## src/rtl/prio_irq_pkg.sv

```systemverilog
package prio_irq_pkg;
  localparam int REG_AW = 3;
  typedef logic [REG_AW-1:0] reg_addr_t;

  localparam reg_addr_t RA_FSET = 3'd0;
  localparam reg_addr_t RA_FCLR = 3'd1;
  localparam reg_addr_t RA_EN   = 3'd2;
  localparam reg_addr_t RA_PRIO = 3'd3;
  localparam reg_addr_t RA_CTRL = 3'd4;
  localparam reg_addr_t RA_LVL  = 3'd5;

  localparam int CTRL_GIE  = 0;
  localparam int CTRL_NEST = 1;
endpackage

```

## src/rtl/irq_flag_bank.sv

```systemverilog
module irq_flag_bank
  import prio_irq_pkg::*;
#(
  parameter int NSRC   = 16,
  parameter int PRIO_W = 3,
  parameter int IDX_W  = $clog2(NSRC)
) (
  input  logic                     clk,
  input  logic                     rst,
  input  logic [NSRC-1:0]          hw_set_i,
  input  logic                     we_i,
  input  reg_addr_t                waddr_i,
  input  logic [NSRC-1:0]          wdata_i,
  input  logic [IDX_W-1:0]         widx_i,
  output logic [NSRC-1:0]          flag_o,
  output logic [NSRC-1:0]          en_o,
  output logic [NSRC*PRIO_W-1:0]   prio_o
);
  logic [NSRC-1:0]        flag_q;
  logic [NSRC-1:0]        en_q;
  logic [NSRC*PRIO_W-1:0] prio_q;
  logic                   wr_fset, wr_fclr, wr_en, wr_prio;

  assign wr_fset = we_i && (waddr_i == RA_FSET);
  assign wr_fclr = we_i && (waddr_i == RA_FCLR);
  assign wr_en   = we_i && (waddr_i == RA_EN);
  assign wr_prio = we_i && (waddr_i == RA_PRIO);

  generate
    for (genvar i = 0; i < NSRC; i++) begin : g_src
      always_ff @(posedge clk) begin
        if (rst) begin
          flag_q[i] <= 1'b0;
        end else if (hw_set_i[i] || (wr_fset && wdata_i[i])) begin
          flag_q[i] <= 1'b1;
        end else if (wr_fclr && wdata_i[i]) begin
          flag_q[i] <= 1'b0;
        end
      end

      always_ff @(posedge clk) begin
        if (rst) begin
          prio_q[i*PRIO_W +: PRIO_W] <= '0;
        end else if (wr_prio && (widx_i == IDX_W'(i))) begin
          prio_q[i*PRIO_W +: PRIO_W] <= wdata_i[PRIO_W-1:0];
        end
      end
    end
  endgenerate

  always_ff @(posedge clk) begin
    if (rst) begin
      en_q <= '0;
    end else if (wr_en) begin
      en_q <= wdata_i;
    end
  end

  assign flag_o = flag_q;
  assign en_o   = en_q;
  assign prio_o = prio_q;

  // a hardware set is never lost, even against a clear
  p_set_wins_r2: assert property (@(posedge clk) disable iff (rst)
    (hw_set_i != '0) |=> ((flag_q & $past(hw_set_i)) == $past(hw_set_i)));

  // a flag only falls after a software clear write
  p_clear_needs_sw_r2: assert property (@(posedge clk) disable iff (rst)
    (($past(flag_q) & ~flag_q) != '0) |-> $past(we_i && (waddr_i == RA_FCLR)));
endmodule

```

## src/rtl/irq_arbiter.sv

```systemverilog
module irq_arbiter #(
  parameter int NSRC   = 16,
  parameter int PRIO_W = 3,
  parameter int IDX_W  = $clog2(NSRC)
) (
  input  logic [NSRC-1:0]        req_i,
  input  logic [NSRC*PRIO_W-1:0] prio_i,
  output logic                   any_o,
  output logic [IDX_W-1:0]       win_idx_o,
  output logic [PRIO_W-1:0]      win_prio_o
);
  localparam int LVLS  = (NSRC > 1) ? $clog2(NSRC) : 1;
  localparam int P2    = 1 << LVLS;
  localparam int NODES = 2 * P2 - 1;

  logic              nv [NODES];
  logic [PRIO_W-1:0] np [NODES];
  logic [IDX_W-1:0]  ni [NODES];

  generate
    for (genvar i = 0; i < P2; i++) begin : g_leaf
      if (i < NSRC) begin : g_real
        assign nv[P2-1+i] = req_i[i] && (prio_i[i*PRIO_W +: PRIO_W] != '0);
        assign np[P2-1+i] = prio_i[i*PRIO_W +: PRIO_W];
        assign ni[P2-1+i] = IDX_W'(i);
      end else begin : g_pad
        assign nv[P2-1+i] = 1'b0;
        assign np[P2-1+i] = '0;
        assign ni[P2-1+i] = '0;
      end
    end

    for (genvar n = 0; n < P2 - 1; n++) begin : g_node
      logic take_l;
      assign take_l = nv[2*n+1] && (!nv[2*n+2] || (np[2*n+1] >= np[2*n+2]));
      assign nv[n]  = nv[2*n+1] || nv[2*n+2];
      assign np[n]  = take_l ? np[2*n+1] : np[2*n+2];
      assign ni[n]  = take_l ? ni[2*n+1] : ni[2*n+2];
    end
  endgenerate

  assign any_o      = nv[0];
  assign win_idx_o  = ni[0];
  assign win_prio_o = np[0];

  // no participant beats the winner, and equal priority must sit above it
  always_comb begin
    if (any_o) begin
      for (int j = 0; j < NSRC; j++) begin
        if (req_i[j] && (prio_i[j*PRIO_W +: PRIO_W] != '0)) begin
          p_winner_best_r4: assert ((prio_i[j*PRIO_W +: PRIO_W] < win_prio_o) ||
            ((prio_i[j*PRIO_W +: PRIO_W] == win_prio_o) && (j >= int'(win_idx_o))));
        end
      end
    end
  end
endmodule

```

## src/rtl/irq_level_ctrl.sv

```systemverilog
module irq_level_ctrl #(
  parameter int PRIO_W = 3,
  parameter int NEST_D = 8,
  parameter int LVL_W  = PRIO_W + 1
) (
  input  logic              clk,
  input  logic              rst,
  input  logic              sw_we_i,
  input  logic [PRIO_W-1:0] sw_lvl_i,
  input  logic              trap_i,
  input  logic              ack_i,
  input  logic [PRIO_W-1:0] new_lvl_i,
  input  logic              nest_dis_i,
  input  logic              ret_i,
  output logic [LVL_W-1:0]  cur_lvl_o
);
  localparam int PTR_W  = $clog2(NEST_D + 1);
  localparam int SIDX_W = (NEST_D > 1) ? $clog2(NEST_D) : 1;

  logic [PRIO_W-1:0] ipl_q;
  logic [PRIO_W-1:0] stk_q [NEST_D];
  logic [PTR_W-1:0]  sp_q;
  logic              full, empty, push, pop;
  logic [SIDX_W-1:0] push_idx, pop_idx;

  assign full     = (sp_q == PTR_W'(NEST_D));
  assign empty    = (sp_q == '0);
  assign push     = ack_i && !full;
  assign pop      = ret_i && !ack_i && !empty;
  assign push_idx = SIDX_W'(sp_q);
  assign pop_idx  = SIDX_W'(sp_q - PTR_W'(1));

  always_ff @(posedge clk) begin
    if (push) begin
      stk_q[push_idx] <= ipl_q;
    end
  end

  always_ff @(posedge clk) begin
    if (rst) begin
      ipl_q <= '0;
      sp_q  <= '0;
    end else if (ack_i) begin
      ipl_q <= nest_dis_i ? {PRIO_W{1'b1}} : new_lvl_i;
      if (push) begin
        sp_q <= sp_q + PTR_W'(1);
      end
    end else if (pop) begin
      ipl_q <= stk_q[pop_idx];
      sp_q  <= sp_q - PTR_W'(1);
    end else if (sw_we_i) begin
      ipl_q <= sw_lvl_i;
    end
  end

  assign cur_lvl_o = {trap_i, ipl_q};

  // nesting disabled forces the top user level
  p_nest_forced_r8: assert property (@(posedge clk) disable iff (rst)
    (ack_i && nest_dis_i) |=> (ipl_q == {PRIO_W{1'b1}}));

  // a return with nothing saved leaves the level alone
  p_ret_empty_r7: assert property (@(posedge clk) disable iff (rst)
    (ret_i && !ack_i && empty && !sw_we_i) |=> $stable(ipl_q));
endmodule

```

## src/rtl/prio_irq_ctrl.sv

```systemverilog
module prio_irq_ctrl
  import prio_irq_pkg::*;
#(
  parameter int NSRC     = 16,
  parameter int PRIO_W   = 3,
  parameter int VEC_BASE = 8,
  parameter int VEC_W    = 8,
  parameter int NEST_D   = 8,
  localparam int IDX_W   = $clog2(NSRC),
  localparam int LVL_W   = PRIO_W + 1
) (
  input  logic              clk,
  input  logic              rst,
  input  logic [NSRC-1:0]   src_irq,
  input  logic              trap_active,
  input  logic              reg_we,
  input  logic [2:0]        reg_waddr,
  input  logic [NSRC-1:0]   reg_wdata,
  input  logic [IDX_W-1:0]  reg_idx,
  input  logic [2:0]        reg_raddr,
  output logic [NSRC-1:0]   reg_rdata,
  output logic              irq_req,
  output logic [VEC_W-1:0]  irq_vec,
  output logic [LVL_W-1:0]  irq_lvl,
  input  logic              irq_ack,
  input  logic              irq_ret
);
  logic [NSRC-1:0]        flags, enables, part;
  logic [NSRC*PRIO_W-1:0] prios;
  logic                   gie_q, nest_q;
  logic                   any;
  logic [IDX_W-1:0]       win_idx;
  logic [PRIO_W-1:0]      win_prio;
  logic [LVL_W-1:0]       cur_lvl, win_lvl;
  logic                   above, ack_take;
  logic                   irq_req_q;
  logic [VEC_W-1:0]       irq_vec_q;
  logic [LVL_W-1:0]       irq_lvl_q;
  logic [NSRC-1:0]        rdata_q;
  logic                   wr_ctrl, wr_lvl;

  assign wr_ctrl = reg_we && (reg_waddr == RA_CTRL);
  assign wr_lvl  = reg_we && (reg_waddr == RA_LVL);

  always_ff @(posedge clk) begin
    if (rst) begin
      gie_q  <= 1'b0;
      nest_q <= 1'b0;
    end else if (wr_ctrl) begin
      gie_q  <= reg_wdata[CTRL_GIE];
      nest_q <= reg_wdata[CTRL_NEST];
    end
  end

  irq_flag_bank #(.NSRC(NSRC), .PRIO_W(PRIO_W), .IDX_W(IDX_W)) u_bank (
    .clk      (clk),
    .rst      (rst),
    .hw_set_i (src_irq),
    .we_i     (reg_we),
    .waddr_i  (reg_waddr),
    .wdata_i  (reg_wdata),
    .widx_i   (reg_idx),
    .flag_o   (flags),
    .en_o     (enables),
    .prio_o   (prios)
  );

  assign part = flags & enables & {NSRC{gie_q}};

  irq_arbiter #(.NSRC(NSRC), .PRIO_W(PRIO_W), .IDX_W(IDX_W)) u_arb (
    .req_i      (part),
    .prio_i     (prios),
    .any_o      (any),
    .win_idx_o  (win_idx),
    .win_prio_o (win_prio)
  );

  assign ack_take = irq_ack && irq_req_q;

  irq_level_ctrl #(.PRIO_W(PRIO_W), .NEST_D(NEST_D), .LVL_W(LVL_W)) u_lvl (
    .clk        (clk),
    .rst        (rst),
    .sw_we_i    (wr_lvl),
    .sw_lvl_i   (reg_wdata[PRIO_W-1:0]),
    .trap_i     (trap_active),
    .ack_i      (ack_take),
    .new_lvl_i  (irq_lvl_q[PRIO_W-1:0]),
    .nest_dis_i (nest_q),
    .ret_i      (irq_ret),
    .cur_lvl_o  (cur_lvl)
  );

  assign win_lvl = {1'b0, win_prio};
  assign above   = any && (win_lvl > cur_lvl);

  always_ff @(posedge clk) begin
    if (rst) begin
      irq_req_q <= 1'b0;
      irq_vec_q <= '0;
      irq_lvl_q <= '0;
    end else begin
      irq_req_q <= above && !ack_take;
      if (above) begin
        irq_vec_q <= VEC_W'(VEC_BASE) + VEC_W'(win_idx);
        irq_lvl_q <= win_lvl;
      end
    end
  end

  always_ff @(posedge clk) begin
    if (rst) begin
      rdata_q <= '0;
    end else begin
      case (reg_raddr)
        RA_FSET: rdata_q <= flags;
        RA_EN:   rdata_q <= enables;
        RA_PRIO: rdata_q <= NSRC'(prios[int'(reg_idx)*PRIO_W +: PRIO_W]);
        RA_CTRL: rdata_q <= NSRC'({nest_q, gie_q});
        RA_LVL:  rdata_q <= NSRC'(cur_lvl);
        default: rdata_q <= '0;
      endcase
    end
  end

  assign irq_req   = irq_req_q;
  assign irq_vec   = irq_vec_q;
  assign irq_lvl   = irq_lvl_q;
  assign reg_rdata = rdata_q;

  // a presented request was above the level it was compared with
  p_req_above_r6: assert property (@(posedge clk) disable iff (rst)
    irq_req_q |-> (irq_lvl_q > $past(cur_lvl)));

  // vectors stay inside the mapped window
  p_vec_range_r5: assert property (@(posedge clk) disable iff (rst)
    irq_req_q |-> ((irq_vec_q >= VEC_W'(VEC_BASE)) &&
                   (irq_vec_q < VEC_W'(VEC_BASE + NSRC))));

  // an accepted acknowledge drops the request for one cycle
  p_drop_after_ack_r9: assert property (@(posedge clk) disable iff (rst)
    ack_take |=> !irq_req_q);

  // with nesting on, the level takes the presented level
  p_ack_level_r7: assert property (@(posedge clk) disable iff (rst)
    (ack_take && !nest_q) |=> (cur_lvl[PRIO_W-1:0] == $past(irq_lvl_q[PRIO_W-1:0])));

  // global enable off means no request after one cycle
  p_gie_off_r3: assert property (@(posedge clk) disable iff (rst)
    !gie_q |=> !irq_req_q);
endmodule

```

## config.mk

```make
export PLATFORM = sky130hd
export DESIGN_NAME = prio_irq_ctrl
export DESIGN_NICKNAME = d
export VERILOG_FILES = /design/src/rtl/prio_irq_pkg.sv /design/src/rtl/irq_flag_bank.sv /design/src/rtl/irq_arbiter.sv /design/src/rtl/irq_level_ctrl.sv /design/src/rtl/prio_irq_ctrl.sv
export SDC_FILE = /design/constraint.sdc
export NUM_CORES = 1
export LEC_CHECK = 0
export ABC_AREA = 1
export BUFFER_PORTS_ARGS = -buffer_cell sky130_fd_sc_hd__buf_2
export CAP_MARGIN = 20
export CELL_PAD_IN_SITES_DETAIL_PLACEMENT = 1
export CELL_PAD_IN_SITES_GLOBAL_PLACEMENT = 2
export CORE_ASPECT_RATIO = 1.5
export CORE_MARGIN = 2
export CORE_UTILIZATION = 37
export DETAILED_ROUTE_END_ITERATION = 7
export PLACE_DENSITY_LB_ADDON = 0.1
export SYNTH_ARGS = -nofsm -noshare
export SYNTH_HDL_FRONTEND = slang
export SYNTH_SLANG_ARGS = --single-unit
```

## constraint.sdc

```tcl
create_clock -name clk -period 15.6 [get_ports clk]
set_clock_uncertainty 0.1 [all_clocks]
set_input_delay 0.78 -clock clk [delete_from_list [all_inputs] [get_ports clk]]
set_output_delay 0.78 -clock clk [all_outputs]
set_load 0.01 [all_outputs]
```

==> results.json <==
{
  "layout_common_cells": "nand2_1 (190), inv_1 (158), o21ai_0 (124)",
  "wl_per_cell_um": 18.8,
  "power.switching_uw": 296,
  "muxShareOfSynthArea_pct": 0.628,
  "vias": 7816,
  "critical_path.max_fanout": 10,
  "cts.sinks": 138,
  "cts_tree": "done",
  "swShare_pct": 30.6,
  "finalCritPeriodShare_pct": 42.4,
  "critPathSlowestCell": "a211oi_1",
  "drtAntennaViolNets": 0,
  "r2r_start": "u_bank.prio_o[11]",
  "drc": 0,
  "period_minus_slack_ns": 6.61,
  "setup_viol": 0,
  "routabilityCongestion": 0.845,
  "power_uw": 968,
  "crit_type": "flop to flop",
  "status": "completed",
  "setup_slack_ns": 8.99,
  "synth_area_leaders": "dfxtp_1 (28%), edfxtp_1 (8.8%), nand2_1 (8.7%), o21ai_0 (7.6%), inv_1 (7.3%)",
  "start_util_pct": 37.6,
  "p_clk_share_pct": 42.2,
  "insertion_delay_ns": 0.44,
  "min_from": "u_bank.en_o[5]",
  "grt_pass1_wl_um": 44700,
  "max-clock-path-buffers": 2,
  "cts_inserted_buffers": 17,
  "setup_tns_ns": 0,
  "hold_viol": 0,
  "intPower_uw": 672,
  "drtIter0Drc": 341,
  "dp.final_hpwl_um": 21400,
  "grt_usage_pct": 24.6,
  "leakagePower_nw": 4.07,
  "min_to": "reg_rdata[5]",
  "syn_area_mm2": 0.00817,
  "synth_top_family_by_area": "simple AND/OR/NAND/NOR gates",
  "synth_edf_count": 24,
  "report.final.slew_viol_count": 0,
  "synth_top_area_share_pct": 27.9,
  "async_reset_ff_share_pct": 0,
  "maxCapViolations": 0,
  "post-cts-setup-buffers": 0,
  "worst_pin_slew_ns": 0.989,
  "yosysWarnings": 0,
  "cellPowerDensity_mw_per_mm2": 104,
  "htree_levels": 4,
  "clk_pin_slew_ns": 0.06,
  "final_common_cell": "nand2_1",
  "boundaryPins": 77,
  "final_nets": 1271,
  "cp_common_cell": "nand2_1",
  "synth_cells": 1122,
  "seqPwrFrac_pct": 42.3,
  "relSlewSlack_pct": 33.8,
  "dieArea_mm2": 0.0233,
  "die_w_um": 125,
  "worstPathArrival_ns": 6.84,
  "synth_xor_xnor_area_share_pct": 0.321,
  "reg2reg_slack_ns": 8.99,
  "cp.required_ns": 15.84,
  "r2r_cells": 41,
  "wirelength_um": 27600,
  "synthAdderAreaFrac_pct": 5.82,
  "cts_hold_buf": 0,
  "r2r_end": "irq_lvl[0]",
  "cts-root-buf": "clkbuf_16",
  "post_synth_and_or_nand_nor_area_fraction_pct": 24.0,
  "min_path_type": "flop to flop",
  "coreArea_mm2": 0.0217,
  "die_h_um": 186,
  "synth.distinct_cells": 52,
  "synth_compound_area_share_pct": 22.6,
  "ctsResizeCount": 0,
  "pre_cts_slack_ns": 9.05,
  "portBuffers": 72,
  "synth_seq_cells": 138,
  "synth_top_area_cell": "dfxtp_1",
  "grt_pass1_vias": 8096,
  "vdd_drop_max_mv": 0.0870,
  "dr.pass1.iters": 4,
  "synth.avg_cell_area_um2": 7.29,
  "grt_max_degree": 72,
  "syn_to_final_growth_pct": 14.4,
  "combPwrFrac_pct": 15.5,
  "hold_path_depth": 2,
  "antenna_cells": 0,
  "drive_gt1_share_pct": 14.9,
  "antenna_found_initial": 0,
  "fmax_mhz": 151,
  "max_stage_delay_ns": 0.36,
  "startpoint_type": "flop",
  "rows": 66,
  "ys_seq_area_share_pct": 36.7,
  "via_per_inst": 5.32,
  "cp-end-kind": "flop",
  "grt_setup_unrepaired": "false",
  "ys.flop_type": "dfxtp_1",
  "gr-total-overflow": 0
}
-- per-stage QoR --
stage	util, %	cell area [um^2]	hold slack [ns]	instances
global route	43.1	9350	0.404	1470
detailed placement	40.4	8770	0.371	1438
floorplan	-	8190	0.340	1125
global placement	40.4	8770	0.373	1438
finish	43.1	9350	0.382	1470
CTS	43.1	9350	0.389	1470
-- layer usage --
layer	routed length, um	share of wire (%)	global-route usage [%]
met5	0	0	0
met4	668	2.4	8.09
met3	593	2.1	3.31
met2	15400	56	48.8
met1	11000	40	26.7
-- worst max path at each step --
stage               slack (ns)         end  depth (start not counted)              start
floorplan                10.13  irq_lvl[0]                         40  u_bank.prio_o[11]
global placement          9.23  irq_lvl[2]                         41  u_bank.prio_o[11]
detailed placement        9.05  irq_lvl[0]                         41  u_bank.prio_o[11]
CTS                       9.02  irq_lvl[0]                         41  u_bank.prio_o[11]
global route              8.15  irq_lvl[1]                         41  u_bank.prio_o[11]
finish                    8.99  irq_lvl[0]                         41  u_bank.prio_o[11]
-- cells by family (layout without fill, tap and decap cells) --
logic type | Yosys count | after routing
simple gates | 422 | 422
xor+xnor | 3 | 3
compound gates | 312 | 312
fa+ha+maj | 38 | 38
other cells | 1 | 4
buf+inv | 203 | 276
mux | 5 | 5
flops | 138 | 138
-- flip-flops by register name (all words and copies together) (netlist names) --
| signal | cells |
|---|---|
| irq_req | 1 |
| reg_rdata | 16 |
| u_lvl.stk_q | 24 |
| u_bank.flag_o | 16 |
| u_lvl.ipl_q | 3 |
| u_bank.en_o | 16 |
| gie_q | 1 |
| irq_lvl | 3 |
| nest_q | 1 |
| u_bank.prio_o | 48 |
| irq_vec | 5 |
| u_lvl.sp_q | 4 |
-- Yosys cell counts (5+ instances only) --
cell type,n
edfxtp_1,24
nor3_1,12
ha_1,38
nand2_2,25
inv_1,159
nand2_4,7
dfxtp_1,114
nand3b_1,5
a31oi_1,23
a21oi_2,5
a21oi_1,102
clkbuf_1,31
o221ai_1,14
nand3_2,10
a22oi_1,16
nand3_1,82
nor2_1,74
o21ai_0,124
nand2_1,190
-- area by class of cell --
type / count / area (um^2)
well taps: 272 / 340
clock inverters: 14 / 144
repair buffers: 79 / 413
clock buffers: 18 / 439
fillers: 2791 / 12400
flip-flops and latches: 138 / 3000
inverters: 165 / 619
multi-input cells: 784 / 4390
-- power by group through the flow --
| stage | clock network, mW | logic (mW) | registers (mW) |
|---|---|---|---|
| 4_1_cts | 0.415 | 0.153 | 0.410 |
| 5_1_grt | 0.429 | 0.171 | 0.413 |
| 3_3_place_gp | 0 | 0.148 | 0.418 |
| 3_5_place_dp | 0 | 0.152 | 0.418 |
| 6_report | 0.408 | 0.150 | 0.410 |
| 2_1_floorplan | 0 | 0.106 | 0.404 |
-- worst max-delay path, delay by kind of cell (launching register included) --
family	cells	cell delay (ns)
AOI/OAI and AO/OA	8	1.52
adders and majority gates	5	1.57
buffers and inverters	8	0.83
DFF	1	0.33
and+or+nand+nor	20	2.13
(Power assumes the default switching activity.)
